$ cat config.mk
export PLATFORM = sky130hd
export DESIGN_NAME = dest_addr_filter
export DESIGN_NICKNAME = d
export VERILOG_FILES = /design/src/rtl/dest_filter_pkg.sv /design/src/rtl/dest_filter_ctrl.sv /design/src/rtl/dest_filter_dp.sv /design/src/rtl/dest_addr_filter.sv
export SDC_FILE = /design/constraint.sdc
export NUM_CORES = 1
export LEC_CHECK = 0
export BUFFER_PORTS_ARGS = -buffer_cell sky130_fd_sc_hd__buf_2
export CORE_UTILIZATION = 50
export CTS_BUF_LIST = sky130_fd_sc_hd__clkbuf_2
export CTS_CLUSTER_DIAMETER = 200
export DETAILED_ROUTE_END_ITERATION = 7
export GPL_ROUTABILITY_DRIVEN = 0
export GPL_TIMING_DRIVEN = 0
export PLACE_DENSITY = 0.91
export SETUP_SLACK_MARGIN = 0.1
export SLEW_MARGIN = 20
export SYNTH_ARGS = -nofsm -noshare
export SYNTH_HDL_FRONTEND = slang
export SYNTH_HIERARCHICAL = 1
export SYNTH_SLANG_ARGS = --single-unit
$ cat constraint.sdc
create_clock -name clk -period 9.8 [get_ports clk]
set_clock_uncertainty 0.15 [all_clocks]
set_input_delay 1.96 -clock clk [delete_from_list [all_inputs] [get_ports clk]]
set_output_delay 1.96 -clock clk [all_outputs]
set_load 0.02 [all_outputs]
$ cat src/rtl/dest_filter_pkg.sv
package dest_filter_pkg;

  localparam int DA_BYTES   = 6;
  localparam int IDX_W      = $clog2(DA_BYTES);
  localparam int HASH_BITS  = 6;
  localparam int TABLE_W    = 1 << HASH_BITS;
  localparam logic [31:0] CRC_POLY = 32'h04C1_1DB7;
  localparam logic [31:0] CRC_SEED = 32'hFFFF_FFFF;

  typedef struct packed {
    logic             clear;
    logic             take;
    logic             last;
    logic [IDX_W-1:0] idx;
  } filt_strobe_t;

  // One byte into the running CRC, bit 0 of the byte first.
  function automatic logic [31:0] crcStep8(input logic [31:0] c, input logic [7:0] b);
    logic [31:0] r;
    r = c;
    for (int i = 0; i < 8; i++) begin
      if (r[31] ^ b[i]) r = (r << 1) ^ CRC_POLY;
      else              r = r << 1;
    end
    return r;
  endfunction

endpackage

$ cat src/rtl/dest_filter_ctrl.sv
module dest_filter_ctrl
  import dest_filter_pkg::*;
#(
  parameter int NBYTES = DA_BYTES
) (
  input  logic         clk,
  input  logic         rst_n,
  input  logic         frameStart,
  input  logic         byteValid,
  output filt_strobe_t strb,
  output logic         decisionValid
);

  localparam logic [IDX_W-1:0] LAST_IDX = IDX_W'(NBYTES - 1);

  typedef enum logic [1:0] {ST_IDLE, ST_COLLECT, ST_DONE} ctrl_state_t;

  ctrl_state_t      stateQ;
  logic [IDX_W-1:0] idxQ;

  always_comb begin
    strb.clear = frameStart;
    strb.take  = byteValid && !frameStart && (stateQ == ST_COLLECT);
    strb.last  = (idxQ == LAST_IDX);
    strb.idx   = idxQ;
  end

  always_ff @(posedge clk or negedge rst_n) begin
    if (!rst_n) begin
      stateQ        <= ST_IDLE;
      idxQ          <= '0;
      decisionValid <= 1'b0;
    end else if (frameStart) begin
      stateQ        <= ST_COLLECT;
      idxQ          <= '0;
      decisionValid <= 1'b0;
    end else if (strb.take) begin
      if (strb.last) begin
        stateQ        <= ST_DONE;
        decisionValid <= 1'b1;
      end else begin
        idxQ <= idxQ + 1'b1;
      end
    end
  end

  // a frame start always withdraws the previous verdict
  a_r9_start_clears: assert property (@(posedge clk) disable iff (!rst_n)
    frameStart |=> !decisionValid);

  // verdict stays up until the next frame start
  a_r8_valid_held: assert property (@(posedge clk) disable iff (!rst_n)
    (decisionValid && !frameStart) |=> decisionValid);

  // byte index never runs past the address length
  a_r7_index_bound: assert property (@(posedge clk) disable iff (!rst_n)
    idxQ <= LAST_IDX);

endmodule

$ cat src/rtl/dest_filter_dp.sv
module dest_filter_dp
  import dest_filter_pkg::*;
#(
  parameter int NBYTES = DA_BYTES,
  parameter int HBITS  = HASH_BITS
) (
  input  logic                  clk,
  input  logic                  rst_n,
  input  filt_strobe_t          strb,
  input  logic [7:0]            byteData,
  input  logic                  acceptAll,
  input  logic                  acceptBcast,
  input  logic                  acceptMcast,
  input  logic [NBYTES*8-1:0]   stationAddr,
  input  logic [(1<<HBITS)-1:0] hashTable,
  output logic                  acceptQ,
  output logic                  rejectQ,
  output logic                  groupQ
);

  logic [31:0]      crcQ;
  logic             allOnesQ;
  logic             matchQ;

  logic [31:0]      crcNext;
  logic             allOnesNext;
  logic             matchNext;
  logic             groupNext;
  logic [7:0]       stationByte;
  logic [HBITS-1:0] hashIdx;
  logic             hashHit;
  logic             verdict;

  always_comb begin
    stationByte = stationAddr[strb.idx*8 +: 8];
    crcNext     = crcStep8(crcQ, byteData);
    allOnesNext = allOnesQ && (byteData == 8'hFF);
    matchNext   = matchQ && (byteData == stationByte);
    groupNext   = (strb.idx == '0) ? byteData[0] : groupQ;
    hashIdx     = crcNext[31 -: HBITS];
    hashHit     = hashTable[hashIdx];
    if (acceptAll)        verdict = 1'b1;
    else if (allOnesNext) verdict = acceptBcast;
    else if (groupNext)   verdict = acceptMcast && hashHit;
    else                  verdict = matchNext;
  end

  always_ff @(posedge clk or negedge rst_n) begin
    if (!rst_n) begin
      crcQ     <= CRC_SEED;
      allOnesQ <= 1'b1;
      matchQ   <= 1'b1;
      groupQ   <= 1'b0;
      acceptQ  <= 1'b0;
      rejectQ  <= 1'b0;
    end else if (strb.clear) begin
      crcQ     <= CRC_SEED;
      allOnesQ <= 1'b1;
      matchQ   <= 1'b1;
      groupQ   <= 1'b0;
      acceptQ  <= 1'b0;
      rejectQ  <= 1'b0;
    end else if (strb.take) begin
      crcQ     <= crcNext;
      allOnesQ <= allOnesNext;
      matchQ   <= matchNext;
      groupQ   <= groupNext;
      if (strb.last) begin
        acceptQ <= verdict;
        rejectQ <= !verdict;
      end
    end
  end

  // promiscuous mode at the final byte forces acceptance
  a_r1_promisc_accepts: assert property (@(posedge clk) disable iff (!rst_n)
    (strb.take && strb.last && acceptAll) |=> acceptQ);

  // broadcast with the broadcast enable low and promiscuous low is refused
  a_r2_bcast_gated: assert property (@(posedge clk) disable iff (!rst_n)
    (strb.take && strb.last && allOnesQ && byteData == 8'hFF && !acceptAll && !acceptBcast)
      |=> rejectQ);

endmodule

$ cat src/rtl/dest_addr_filter.sv
module dest_addr_filter
  import dest_filter_pkg::*;
#(
  parameter int NBYTES = DA_BYTES,
  parameter int HBITS  = HASH_BITS
) (
  input  logic                  clk,
  input  logic                  rst_n,
  input  logic                  frameStart,
  input  logic                  byteValid,
  input  logic [7:0]            byteData,
  input  logic                  acceptAll,
  input  logic                  acceptBcast,
  input  logic                  acceptMcast,
  input  logic [NBYTES*8-1:0]   stationAddr,
  input  logic [(1<<HBITS)-1:0] hashTable,
  output logic                  decisionValid,
  output logic                  accept,
  output logic                  reject,
  output logic                  groupAddr
);

  filt_strobe_t strb;
  logic         groupQ;

  dest_filter_ctrl #(.NBYTES(NBYTES)) ctrl_i (
    .clk           (clk),
    .rst_n         (rst_n),
    .frameStart    (frameStart),
    .byteValid     (byteValid),
    .strb          (strb),
    .decisionValid (decisionValid)
  );

  dest_filter_dp #(.NBYTES(NBYTES), .HBITS(HBITS)) dp_i (
    .clk         (clk),
    .rst_n       (rst_n),
    .strb        (strb),
    .byteData    (byteData),
    .acceptAll   (acceptAll),
    .acceptBcast (acceptBcast),
    .acceptMcast (acceptMcast),
    .stationAddr (stationAddr),
    .hashTable   (hashTable),
    .acceptQ     (accept),
    .rejectQ     (reject),
    .groupQ      (groupQ)
  );

  assign groupAddr = decisionValid && groupQ;

  // a held verdict is exactly one of accept or reject
  a_r7_verdict_onehot: assert property (@(posedge clk) disable iff (!rst_n)
    decisionValid |-> (accept != reject));

  // no verdict lines while no decision is held
  a_r10_quiet_idle: assert property (@(posedge clk) disable iff (!rst_n)
    !decisionValid |-> (!accept && !reject));

  // verdict and group flag frozen until the next frame start
  a_r8_verdict_stable: assert property (@(posedge clk) disable iff (!rst_n)
    (decisionValid && !frameStart) |=> ($stable(accept) && $stable(groupAddr)));

endmodule

# Word-level counts from Yosys, hierarchy flattened
# Index checks and enable logic that the tools add are counted.
dict set report classes {
  bitwise_logic 16
  n_shift 1
  n_addsub 1
  eq_ne 5
  muxes 37
  reduce_logical 13
  order_cmp 1
}
# cell n
set op_table {}
lappend op_table {{$mux W27} 8}
lappend op_table {{$not A14 Y14} 8}
lappend op_table {{$mux W32} 2}
lappend op_table {{$shiftx A48 B7 Y8} 1}
lappend op_table {{$mux W1} 20}
lappend op_table {{$mux W3} 3}
lappend op_table {{$eq A8 B8 Y1} 1}
lappend op_table {{$eq A8 B8 Y1 const B} 1}
lappend op_table {{$xor A1 B1 Y1} 8}
lappend op_table {{$lt A6 B7 Y1 const B} 1}
lappend op_table {{$bmux W1 S6} 1}
lappend op_table {{$logic_and A1 B1 Y1} 6}
lappend op_table {{$mux W2} 3}
lappend op_table {{$reduce_and A2 Y1} 2}
lappend op_table {{$reduce_bool A2 Y1} 2}
lappend op_table {{$add A3 B1 Y3 const B} 1}
lappend op_table {{$eq A3 B3 Y1 const B} 1}
lappend op_table {{$logic_not A3 Y1} 1}
lappend op_table {{$eq A2 B1 Y1 const B} 1}
lappend op_table {{$logic_not A1 Y1} 2}
lappend op_table {{$ne A2 B2 Y1 const B} 1}
dict set report totals {
  ff_bits 43
  inputBits 127
}

# Logic depth before layout (Yosys ltp)
# Gate-level depths: netlist of run 1.
dict set report logic_depth {
  depth_word 26
  depth_mapped 12
  depth_no_buf 9
}

# By module
# The synthesis of run 1 kept the hierarchy.
# mod cells_per_inst n_inst area_each_um2 seq_area_each_um2
set by_module_without_submodules {}
lappend by_module_without_submodules {dest_filter_dp 352 1 3504.6 968.4}
lappend by_module_without_submodules {dest_filter_ctrl 26 1 262.8 125.1}
lappend by_module_without_submodules {dest_addr_filter 1 1 6.3 0.0}

# Worst setup path before layout of run 1
# Ideal clock, no wire load.
dict set report synth_path {
  path_type {input to register}
  from {input port byteData[3]}
  to {register dp_i.rejectQ}
  path_stages 11
  setup_slack_ps 5010
  t_required_ps 9558
  arrival_ps 4548
  cell_sequence {buf_6 xnor2_2 xnor2_2 xor3_2 buf_6 mux2i_1 o22ai_1 or4_1 a311o_1 nand4bb_1 o31ai_2}
}
dict set report synth_via {
  elab_chain_len 18
  word_cells_on_any_way 23
  cone_classes {2 x eq/ne; 13 x mux; 4 x bitwise; 4 x reduce/logical}
}
# element line_no
set synth_lines {}
lappend synth_lines {{start: declaration} dest_addr_filter.sv:11} ;# input logic [7:0] byteData,
lappend synth_lines {{$xor A1 B1 Y1} dest_filter_pkg.sv:22} ;# if (r[31] ^ b[i]) r = (r << 1) ^ CRC_POLY;
lappend synth_lines {{$mux W27} dest_filter_pkg.sv:22}
lappend synth_lines {{$not A14 Y14 (no source line)} --}
lappend synth_lines {{$mux W27 (3 in a row)} dest_filter_pkg.sv:22}
lappend synth_lines {{$not A14 Y14 (no source line)} --}
lappend synth_lines {{$mux W27} dest_filter_pkg.sv:22}
lappend synth_lines {{$bmux W1 S6} dest_filter_dp.sv:41} ;# hashHit = hashTable[hashIdx];
lappend synth_lines {{$mux W1 (not written as such)} dest_filter_dp.sv:41}
lappend synth_lines {{$logic_and A1 B1 Y1} dest_filter_dp.sv:44} ;# else if (groupNext) verdict = acceptMcast && hashHit;
lappend synth_lines {{$mux W1} dest_filter_dp.sv:44}
lappend synth_lines {{$mux W1 (*)} dest_filter_dp.sv:43} ;# else if (allOnesNext) verdict = acceptBcast;
lappend synth_lines {{$mux W1 (*)} dest_filter_dp.sv:42} ;# if (acceptAll) verdict = 1'b1;
lappend synth_lines {{$logic_not A1 Y1 (*)} dest_filter_dp.sv:70} ;# rejectQ <= !verdict;
lappend synth_lines {{$mux W1 (*)} dest_filter_dp.sv:68} ;# if (strb.last) begin
lappend synth_lines {{$mux W1 (*)} dest_filter_dp.sv:63} ;# end else if (strb.take) begin
lappend synth_lines {{$mux W1 (*)} dest_filter_dp.sv:56} ;# end else if (strb.clear) begin
lappend synth_lines {{end signal: assignment} dest_filter_dp.sv:70}
lappend synth_lines {{end: declaration} dest_filter_dp.sv:17} ;# output logic rejectQ,
# Mark *: on every way between the ends. The rest lies on a longest branch, timed or not. The select of a mux whose other input is x is not followed.
# A chain may end at the register's enable or synchronous reset.

# Final worst setup path of run 1
dict set report layout_path {
  from {input port byteData[7]}
  to {register dp_i.acceptQ}
}
dict set report layout_via {
  elab_chain_len 11
  word_cells_on_any_way 15
  cone_classes {2 x eq/ne; 9 x mux; 1 x bitwise; 3 x reduce/logical}
}
# element line_no
set layout_lines {}
lappend layout_lines {{$xor A1 B1 Y1} dest_filter_pkg.sv:22}
lappend layout_lines {{$mux W27} dest_filter_pkg.sv:22}
lappend layout_lines {{$bmux W1 S6} dest_filter_dp.sv:41}
lappend layout_lines {{$mux W1 (not written as such)} dest_filter_dp.sv:41}
lappend layout_lines {{$logic_and A1 B1 Y1} dest_filter_dp.sv:44}
lappend layout_lines {{$mux W1} dest_filter_dp.sv:44}
lappend layout_lines {{$mux W1 (*)} dest_filter_dp.sv:43}
lappend layout_lines {{$mux W1 (*)} dest_filter_dp.sv:42}
lappend layout_lines {{$mux W1 (*)} dest_filter_dp.sv:68}
lappend layout_lines {{$mux W1 (*)} dest_filter_dp.sv:63}
lappend layout_lines {{$mux W1 (*)} dest_filter_dp.sv:56}
lappend layout_lines {{end signal: assignment} dest_filter_dp.sv:69} ;# acceptQ <= verdict;
lappend layout_lines {{end: declaration} dest_filter_dp.sv:16} ;# output logic acceptQ,
# Marked as above.

==> results.txt, run 1 <==
Worst path cell trace - buf_2, xnor2_1, xnor2_1, xor3_2, buf_6, buf_2, mux2i_1, o22ai_1, nor4_1, nor4_1, o41a_1
Combinational power share - 65.7%
Gr busiest metal - met2
Postcts setup bufs - 0
# hold bufs at CTS - 0
Total Power - 845 uW
Setup tns final - 0 ps
Hold crit path type - register to register
Relative slew margins - 38.1%
Post-synthesis sequential area ratio - 29.0%
Filler cells - 612
Synthesized area - 3770 um2
Number of cells produced by synthesis - 379
Slew Limit Fails - 0
Die height - 88.9 um
Htree depth - 2
Crit Path Max Fanout - 10
Drt first pass iters - 4
Detailed-route wire length per cell - 16.0 um
Tot GR Track Use - 25.4%
Crit path required time - 9970 ps
# setup viols final - 0
Tcrit/Tclk final - 51.4%
Flip-flop and latch area - 1090 um2
Final hold viol count - 0
Port bufs - 128
Antenna-violating nets left - 0
# DRC - 0
FFs w/ async S/R, synth - 100%
Die width - 88.9 um
Clock tree sinks - 42
Vias in the first global route - 3394
Fraction of power consumed by the clock network - 8.7%
FF-to-FF End - dp_i/acceptQ
CTS Buf Count - 5
Post-synth EDFFs - 0
Seq cells post-synth - 42
Share of cells above drive strength 1 - 38.8%
DP HPWL - 7720 um
Clk root buf - clkbuf_2
Sw frac - 42.4%
Largest net degree at the start of global routing - 43
Initial Util - 51.8%
Critical path's slowest cell - xnor2_1
P_leak - 2.08 nW
Rows - 31
Area of the multi-input gates - 2550 um2
Met1 Track Usage GR - 29.8%
PostCTS Resize Cnt - 0
Net Count, Synth - 508
Worst Max-Slew Pin Slew - 921 ps
Power per cell area - 185 nW/um2
Synth Flop Type - dfstp_2
Core footprint - 7290 um2
Status - completed
First-pass GRT wire length - 15200 um
Worst-skew pair later-pin latency - 400 ps
Class of the most critical setup path - input port to register
Tmin final - 5030 ps
I/O pins - 131
RSZ-0062 raised after global routing - no
Die area - 7900 um2
Slowest Stage Delay on Critical Path - 500 ps
Main area contributors after synthesis - dfstp_2, mux2i_1, xnor2_1, a211o_1, xor2_1
Syn. warnings - 6
Initial antenna violation count - 0
DR vias - 3455
NetSw - 358 uW
R2R cell count - 10
CP Launch Type - input port
WL final - 9800 um
# diodes - 0
Seq pwr share - 25.6%
Critical register-to-register path startpoint - dp_i/crcQ[24]
Worst-case clock buffer depth - 2
Internal power - 486 uW
Met2 usage - 46.9%
Hold EP - ctrl_i/stateQ[0]
Post-DR vias/cell - 5.63
TritonCTS clock tree - built
DRT iter0 DRCs - 190
Synth top area share - 23.7%
VDD IR-drop max - 0.144 mV
Area delta synth->final - 21.3%
Largest area contributor in the netlist - dfstp_2
CP arrival - 5200 ps
GR Util met3 - 3.36%
Net count, final - 643
Max cap viols - 0
Global route overflow - 0
CTS clk-pin slew, worst paths - 210 ps
Distinct cell type count after synthesis - 53
Fmax - 199 MHz
Reg2Reg Setup Slack - 6060 ps
Hold Path Origin - ctrl_i/stateQ[0]
Hold Path Depth - 1
Endpoint class of the critical path - register
Avg Inst Size Synth - 9.96 um2
## kinds of logic after synthesis
| logic type | synth area share (%) |
|---|---|
| xor+xnor | 21.8 |
| fa+ha+maj | 0.663 |
| flops | 29.0 |
| simple gates | 12.5 |
| buf+inv | 3.51 |
| compound gates | 14.7 |
| mux | 17.8 |
## critical path, delay by kind of cell
family | cells | cell delay [ps]
mux | 1 | 260
buf+inv | 3 | 640
compound gates | 2 | 540
xor+xnor | 3 | 1230
simple gates | 2 | 550
## cells in the final DEF (no fill, tap or decap), types with 4 or more instances in the layout
cell type and instances:
nor3_1 6, mux4_2 8, xnor2_1 40, xnor2_2 5
and2_1 4, nand3_1 4, dfrtp_1 8, nand2b_1 4
buf_2 132, nor2_1 48, clkbuf_1 11, nand2_1 13
xor2_1 28, or3_1 4, inv_1 5, mux2i_1 47
a22oi_1 5, a211o_1 33, clkbuf_2 6, o22ai_1 8
buf_1 4, dfstp_2 34, a21oi_1 7
## flip-flops by register name (all words and copies together) (netlist names)
register              count
dp_i/rejectQ              1
dp_i/allOnesQ             1
dp_i/crcQ                32
ctrl_i/stateQ             1
ctrl_i/decisionValid      1
ctrl_i/idxQ               3
dp_i/matchQ               1
dp_i/groupQ               1
dp_i/acceptQ              1
## per-stage QoR
stage / util, % / worst slack (ps) / hold slack (ps) / cell area, um2 / cells
after global placement: 62.2 / 4400 / 325 / 4540 / 606
final: 62.8 / 4770 / 387 / 4580 / 614
after CTS: 62.8 / 4830 / 394 / 4580 / 614
after global routing: 62.8 / 4660 / 404 / 4580 / 614
after floorplan: - / 5010 / 314 / 3770 / 379
after detailed placement: 62.2 / 4380 / 348 / 4540 / 606
## metal layers
layer | share of wire [%] | vias to the layer above
met5 | 0 | -
met4 | 2.2 | 0
met3 | 7.0 | 21
met2 | 52 | 153
met1 | 39 | 1648
li1 | - | 1633
## Yosys cell counts (all sizes together) (3+ instances only)
master  count
a21oi       7
nand2b      4
dfstp      34
nand3       4
xnor2      46
nor3        6
nor4        3
xor2       28
and2        4
xor3        4
a211o      33
mux4        8
o21ai       3
or3         4
o21bai      3
clkbuf     11
buf        11
mux2i      47
inv         7
nor2b       3
nor2       48
nand2      14
a22oi       5
o22ai       8
dfrtp       8
## worst max-delay path by stage
stage	startpoint	depth (start not counted)	endpoint	slack (ps)
finish	byteData[7]	11	dp_i/acceptQ	4770
global route	byteData[7]	11	dp_i/acceptQ	4660
CTS	byteData[7]	11	dp_i/acceptQ	4830
detailed placement	byteData[7]	11	dp_i/acceptQ	4380
global placement	byteData[7]	11	dp_i/acceptQ	4400
floorplan	byteData[3]	11	dp_i/rejectQ	5010
## power by group through the flow
stage / combinational [mW] / sequential (mW) / clock, mW
2_1_floorplan: 0.440 / 0.215 / 0
3_3_place_gp: 0.534 / 0.217 / 0
3_5_place_dp: 0.550 / 0.219 / 0
4_1_cts: 0.553 / 0.216 / 0.0755
5_1_grt: 0.600 / 0.219 / 0.0826
6_report: 0.555 / 0.216 / 0.0738
## area by class of cell
class                      instances  share of cell area (%)
multi-input combinational        308                    55.7
sequential                        42                    23.9
timing repair buffer             128                    14.0
tap                               99                    2.71
buffer                            22                    2.32
clock buffer                       6                   0.656
inverter                           7                   0.574
clock inverter                     2                   0.191
(Power assumes the default switching activity.)
==> run 2, diff against run 1 <==
--- a/config.mk
+++ b/config.mk
@@ -5,14 +5,15 @@
 export SDC_FILE = /design/constraint.sdc
 export NUM_CORES = 1
 export LEC_CHECK = 0
+export ABC_AREA = 1
 export BUFFER_PORTS_ARGS = -buffer_cell sky130_fd_sc_hd__buf_2
-export CORE_UTILIZATION = 50
+export CORE_UTILIZATION = 48
 export CTS_BUF_LIST = sky130_fd_sc_hd__clkbuf_2
 export CTS_CLUSTER_DIAMETER = 200
 export DETAILED_ROUTE_END_ITERATION = 7
 export GPL_ROUTABILITY_DRIVEN = 0
 export GPL_TIMING_DRIVEN = 0
-export PLACE_DENSITY = 0.91
+export PLACE_DENSITY = 0.9
 export SETUP_SLACK_MARGIN = 0.1
 export SLEW_MARGIN = 20
 export SYNTH_ARGS = -nofsm -noshare
==> constraint.sdc (replaced) <==
create_clock -name clk -period 4.2 [get_ports clk]
set_clock_uncertainty 0.15 [all_clocks]
set_input_delay 0.84 -clock clk [delete_from_list [all_inputs] [get_ports clk]]
set_output_delay 0.84 -clock clk [all_outputs]
set_load 0.02 [all_outputs]
==> run 2 against run 1 <==
Net effect:
- the flow now finishes with violations (design-rule violations)
- hold slack worse by 46 ps
- global-route usage rose by 2.6 points
- total power up 120%
- combinational power is 110% higher
- highest routed layer unchanged
==> results.txt, run 2 <==
Setup tns final - 0 ps (unchanged)
Die width - 93.6 um (+5.4%)
Rows - 33 (+6.5%)
Synth top area share - 22.2% (-1.5 points)
RSZ-0062 raised after global routing - no
Detailed-route wire length per cell - 14.5 um (-9.3%)
Hold crit path type - register to register
Power per cell area - 385 nW/um2 (+110%)
Die height - 93.6 um (+5.4%)
Endpoint class of the critical path - register
Status - finished with violations
# diodes - 0 (unchanged)
Slowest Stage Delay on Critical Path - 580 ps (+80 ps)
Most frequent cell after synthesis - nand2_1
Tmin final - 2850 ps
Largest net degree at the start of global routing - 43 (unchanged)
Most flops, register - dp_i/crcQ
Worst-skew pair later-pin latency - 430 ps (+30 ps)
Htree depth - 2 (unchanged)
CP most frequent cell - nand2_1
Synth Flop Type - dfstp_2
Post-synthesis simple-gate area fraction - 35.6% (+23 points)
CTS clk-pin slew, worst paths - 210 ps (about the same)
VDD IR-drop max - 0.217 mV (+50%)
Port bufs - 130 (+1.6%)
Net count, final - 848 (+32%)
TritonCTS clock tree - built
DR vias - 4572 (+32%)
Area of the multi-input gates - 2570 um2 (+0.79%)
Final hold viol count - 0 (unchanged)
Avg Inst Size Synth - 6.93 um2 (-30%)
CP Launch Type - register
Number of cells produced by synthesis - 582 (+54%)
Class of the most critical setup path - register to register
Hold Path Depth - 2 (+1)
Relative slew margins - 38.3% (+0.20 points)
First-pass GRT wire length - 19300 um (+27%)
DRT iter0 DRCs - 400 (+110%)
# hold bufs at CTS - 0 (unchanged)
Clk root buf - clkbuf_2
Share of cells above drive strength 1 - 31.5% (-7.3 points)
Synthesized area - 4030 um2 (+6.8%)
Die area - 8770 um2 (+11%)
WL final - 11900 um (+22%)
Global route overflow - 0 (unchanged)
PostCTS Resize Cnt - 0 (unchanged)
Reg2Reg Setup Slack - 1350 ps (-4710 ps)
Hold EP - dp_i/crcQ[7]
Dpl ws - 948 ps (-3430 ps)
Tcrit/Tclk final - 67.9%
Max cap viols - 0 (unchanged)
Tot GR Track Use - 28.0% (+2.6 points)
Post-Synth XOR/XNOR Area - 14.3% (-7.5 points)
Worst-case clock buffer depth - 2 (unchanged)
Postcts setup bufs - 0 (unchanged)
Main area contributors after synthesis - dfstp_2, nand2_1, nand3_1, xor2_1, dfrtp_1
# DRC - 2 (+2)
Synthesized-area fraction occupied by adder cells - 0.621% (-0.042 points)
Critical path's slowest cell - dfstp_2
Top flop regs - dp_i/crcQ x32, ctrl_i/idxQ x3
FFs w/ async S/R, synth - 100% (unchanged)
Worst path cell trace - inv_1, nand2_1, nand2_2, xnor2_1, xnor2_2, inv_2, nand3_1, nand3_1, nand3_1, nand3_1, nand3_1, nand2_1, nand2_1, nand2_1, nand2_1, nand2_1
Worst Max-Slew Pin Slew - 925 ps (+3.65 ps)
I/O pins - 131 (unchanged)
Mux share of post-synthesis cell area - 0% (-18 points)
Commonest cells after routing, fill and taps aside - nand2_1, buf_2, nand3_1
Seq cells post-synth - 42 (unchanged)
Commonest non-fill, non-tap cell in the layout - nand2_1
Vias in the first global route - 4385 (+29%)
Core footprint - 8180 um2 (+12%)
Crit path required time - 4390 ps (-5580 ps)
Initial antenna violation count - 0 (unchanged)
Filler cells - 722 (+18%)
Net Count, Synth - 711 (+40%)
R2R cell count - 16 (+6)
Post-synthesis sequential area ratio - 27.1% (-1.9 points)
Critical register-to-register path startpoint - dp_i/crcQ[26]
CP arrival - 3040 ps (-2160 ps)
Syn. warnings - 6 (unchanged)
CTS Buf Count - 5 (unchanged)
FF-to-FF End - dp_i/acceptQ
Family with the most delay on the worst path - simple AND/OR/NAND/NOR gates
Flip-flop and latch area - 1090 um2 (unchanged)
Fmax - 351 MHz
Slew Limit Fails - 0 (unchanged)
Clock tree sinks - 42 (unchanged)
Antenna-violating nets left - 0 (unchanged)
Drt first pass iters - 7 (+3)
DP HPWL - 9370 um (+21%)
Post-DR vias/cell - 5.54 (-1.5%)
Synth cell count leaders - nand2_1, nand3_1, inv_1, nor2_1, xor2_1
P_leak - 2.45 nW (+18%)
# setup viols final - 0 (unchanged)
Largest register FFs - 32 (unchanged)
Compound-cell area share of the yosys netlist - 13.2% (-1.5 points)
Distinct cell type count after synthesis - 38 (-28%)
Crit Path Max Fanout - 9 (-1)
Bufs and invs on worst path - 2 (-1)
Area delta synth->final - 20.4%
Largest area contributor in the netlist - dfstp_2
Failing checks - design-rule violations
Final worst setup slack - 1350 ps (-3420 ps)
Initial Util - 49.3% (-2.4 points)
Hold Path Origin - dp_i/crcQ[7]
Post-synth EDFFs - 0 (unchanged)
Largest family of logic cells by synthesized area - simple AND/OR/NAND/NOR gates
run 2: area by class of cell:
| class | instances | area share, % |
|---|---|---|
| multi-input cells | 454 | 52.9 |
| clock inverters | 2 | 0.181 |
| repair buffers | 130 | 13.4 |
| clock buffers | 6 | 0.619 |
| flip-flops and latches | 42 | 22.5 |
| well taps | 105 | 2.71 |
| plain buffers | 21 | 2.55 |
| inverters | 65 | 5.08 |
run 2: cell families after synthesis:
logic type / after synthesis
and+or+nand+nor: 300
buffers and inverters: 86
adders and majority gates: 2
AOI/OAI and AO/OA: 89
xor gates and xnor gates: 63
DFF: 42
run 2: power by group:
group          internal (mW)  total (mW)  leakage, nW  switching [mW]
Sequential             0.504       0.554        0.462          0.0499
Combinational          0.450        1.14         1.96           0.687
Clock                 0.0409       0.175       0.0304           0.135
run 2: routing by layer:
metal	GRT usage [%]	vias up	part of all wire, %	routed length, um
met5	0	-	0	0
met4	12.8	0	4.0	474
met3	4.88	48	8.4	997
li1	-	2178	-	-
met1	31.3	2074	39	4600
met2	51.3	272	49	5860
run 2: stage by stage:
| stage | utilization [%] | instance area (um2) | cells | power, mW | hold WS (ps) |
|---|---|---|---|---|---|
| 2_1_floorplan | - | 4030 | 582 | 1.40 | 292 |
| 3_3_place_gp | 58.9 | 4810 | 817 | 1.63 | 304 |
| 6_report | 59.4 | 4850 | 825 | 1.87 | 341 |
| 3_5_place_dp | 58.9 | 4810 | 817 | 1.67 | 309 |
| 5_1_grt | 59.4 | 4850 | 825 | 2.02 | 374 |
| 4_1_cts | 59.4 | 4850 | 825 | 1.85 | 345 |
run 2: worst reg2reg max path, cell delays in order, from the launching register on:
cell and delay, ps:
dfstp_2 580, inv_1 50, nand2_1 70, nand2_2 200, xnor2_1 230, xnor2_2 430
inv_2 190, nand3_1 160, nand3_1 90, nand3_1 90, nand3_1 70, nand3_1 120
nand2_1 80, nand2_1 90, nand2_1 60, nand2_1 50, nand2_1 60
run 2: how the worst max path moves through the flow:
stage	endpoint	startpoint	depth (start not counted)	slack, ps
final	dp_i/acceptQ	dp_i/crcQ[26]	16	1350
after global placement	dp_i/acceptQ	byteData[5]	17	990
after global routing	dp_i/acceptQ	ctrl_i/idxQ[1]	13	1080
after CTS	dp_i/acceptQ	dp_i/crcQ[26]	16	1370
after floorplan	dp_i/acceptQ	byteData[5]	16	1600
after detailed placement	dp_i/acceptQ	byteData[5]	17	950
==> run 3, diff against run 2 <==
==> constraint.sdc (replaced) <==
create_clock -name clk -period 2.5 [get_ports clk]
set_clock_uncertainty 0.15 [all_clocks]
set_input_delay 0.5 -clock clk [delete_from_list [all_inputs] [get_ports clk]]
set_output_delay 0.5 -clock clk [all_outputs]
set_load 0.02 [all_outputs]
==> run 3 against run 2 <==
Net effect:
- first-iteration DRC count increased by 51%
- sequential share of layout area decreased by 3.7 points
- fmax about the same
- register-to-register slack got worse by 1700 ps
- combinational power increased by 150%
- die area unchanged
- the run ends with negative setup slack left
- hold slack got worse by 260 ps
- via count increased by 14%
- clock power increased by 72%
==> results.txt, run 3 (synthesis gave the netlist of run 2 again) <==
Worst-case clock buffer depth - 2 (unchanged)
CP arrival - 3030 ps (about the same)
# DRC - 0 (-2)
# diodes - 0 (unchanged)
Worst path cell trace - inv_4, nand2_1, nand3_2, nand3_4, nand2_4, nand2_8, nand2_8, buf_6, nand2_1, nand3_2, nand3_1, nand3_1, nand3_2, nand3_2, nand3_2, nand2_2, nand2_2, nand2_1, nand2_1, nand2_1
Antenna-violating nets left - 0 (unchanged)
Commonest non-fill, non-tap cell in the layout - buf_2
Max layer used - met4
P_leak - 2.86 nW (+17%)
Commonest cells after routing, fill and taps aside - buf_2, nand2_1, inv_1
Die area - 8770 um2 (unchanged)
Clk root buf - clkbuf_2
Worst-skew pair later-pin latency - 440 ps (about the same)
Global route overflow - 0 (unchanged)
Detailed-route wire length per cell - 18.6 um (+29%)
Final hold viol count - 0 (unchanged)
Power per cell area - 701 nW/um2 (+82%)
Met2 WL - 7710 um (+31%)
Vias in the first global route - 4611 (+5.2%)
Total Power - 4.07 mW (+120%)
Fraction of power consumed by the clock network - 7.4% (-2.0 points)
Critical path's slowest cell - dfstp_2
Relative slew margins - 34.0% (-4.3 points)
Most flops, register - dp_i/crcQ
Status - finished with violations
Crit path required time - 2680 ps (-1710 ps)
Area of the multi-input gates - 3140 um2 (+22%)
CTS clk-pin slew, worst paths - 210 ps (about the same)
Initial antenna violation count - 0 (unchanged)
Top flop regs - dp_i/crcQ x32, ctrl_i/idxQ x3
Internal power - 2.10 mW (+110%)
CTS Buf Count - 5 (unchanged)
Endpoint class of the critical path - register
Slowest Stage Delay on Critical Path - 660 ps (+80 ps)
Clock tree sinks - 42 (unchanged)
Metal1 wirelength - 5680 um (+24%)
Htree depth - 2 (unchanged)
NetSw - 1.97 mW (+130%)
Hold crit path type - input port to async pin
First-pass GRT wire length - 21100 um (+9.1%)
Filler cells - 570 (-21%)
I/O pins - 131 (unchanged)
Largest net degree at the start of global routing - 43 (unchanged)
Worst Max-Slew Pin Slew - 989 ps (+64.4 ps)
Die height - 93.6 um (unchanged)
Dpl ws - -412 ps (-1360 ps)
Failing checks - negative setup slack
Die width - 93.6 um (unchanged)
Sw frac - 48.5% (+1.7 points)
DR vias - 5227 (+14%)
Flip-flop and latch area - 1100 um2 (+0.23%)
Post-DR vias/cell - 6.04 (+9.0%)
Largest register FFs - 32 (unchanged)
RSZ-0062 raised after global routing - yes
Area delta synth->final - 44.1%
Fmax - 350 MHz (about the same)
Tcrit/Tclk final - 114% (+46 points)
Initial Util - 49.3% (unchanged)
Core footprint - 8180 um2 (unchanged)
# setup viols final - 2 (+2)
WL final - 16100 um (+35%)
Port bufs - 130 (unchanged)
CP Launch Type - register
# hold bufs at CTS - 0 (unchanged)
TritonCTS clock tree - built
Drt first pass iters - 7 (unchanged)
Max cap viols - 0 (unchanged)
Share of cells above drive strength 1 - 48.0% (+16 points)
Final core utilization - 71.1% (+12 points)
Setup tns final - -671 ps (-671 ps)
Class of the most critical setup path - register to register
Tot GR Track Use - 30.9% (+2.9 points)
WL met3 - 1490 um (+49%)
Final worst setup slack - -354 ps (-1700 ps)
Crit Path Max Fanout - 8 (-1)
DRT iter0 DRCs - 604 (+51%)
Net count, final - 888 (+4.7%)
Rows - 33 (unchanged)
Seq pwr share - 23.2% (-6.5 points)
Combinational power share - 69.4% (+8.5 points)
DP HPWL - 9370 um (unchanged)
Tmin final - 2850 ps (+2.32 ps)
Slew Limit Fails - 0 (unchanged)
VDD IR-drop max - 0.377 mV (+74%)
==> run 3: timing repair <==
action,in CTS,in global routing
resized for setup,44,115
buffers inserted,17,17
pin swaps,18,54
cloned,6,0
setup endpoints to repair,3,22
==> run 3: through the flow <==
stage | cell area (um2) | hold WS [ps] | std cells
2_1_floorplan | 4030 | 54.4 | 582
3_3_place_gp | 4810 | 304 | 817
3_5_place_dp | 4810 | 309 | 817
4_1_cts | 5200 | 66.4 | 848
5_1_grt | 5810 | 85.4 | 865
6_report | 5810 | 82.1 | 865
==> run 3: metal layers <==
metal | vias to the layer above | GRT usage (%)
li1 | 2270 | -
met5 | - | 0
met2 | 412 | 55.6
met3 | 143 | 6.50
met4 | 0 | 17.2
met1 | 2402 | 33.6
==> run 3: power groups by stage <==
stage	Sequential (mW)	Clock, mW	Combinational, mW
after floorplan	0.915	0	1.44
after detailed placement	0.939	0	1.87
after global routing	0.956	0.337	3.03
final	0.945	0.301	2.83
after CTS	0.929	0.293	2.17
after global placement	0.930	0	1.81
==> run 3: worst paths after layout <==
| check | from | to | slack (ps) | cells past startpoint |
|---|---|---|---|---|
| max in group asynchronous | rst_n | ctrl_i/idxQ[2] | 1470 | 1 |
| min | rst_n | dp_i/rejectQ | 80 | 1 |
| min reg2reg | dp_i/crcQ[7] | dp_i/crcQ[7] | 340 | 2 |
| min in group clk | acceptAll | dp_i/rejectQ | 180 | 4 |
| max reg2reg | dp_i/crcQ[28] | dp_i/acceptQ | -350 | 20 |
| max | dp_i/crcQ[28] | dp_i/acceptQ | -350 | 20 |
==> run 3: worst max-delay path, delay by kind of cell, from the launching register on <==
| kind | cells | cell delay (ps) |
|---|---|---|
| buffers and inverters | 2 | 230 |
| AND/OR/NAND/NOR | 18 | 1710 |
| flip-flops | 1 | 660 |
==> run 3: area by class of cell <==
| type | instances | share of cell area, % |
|---|---|---|
| plain buffers | 21 | 2.74 |
| clock buffers | 6 | 0.517 |
| clock inverters | 2 | 0.151 |
| inverters | 65 | 4.37 |
| multi-input cells | 454 | 54.0 |
| flip-flops and latches | 42 | 18.9 |
| well taps | 105 | 2.26 |
| repair buffers | 170 | 17.1 |
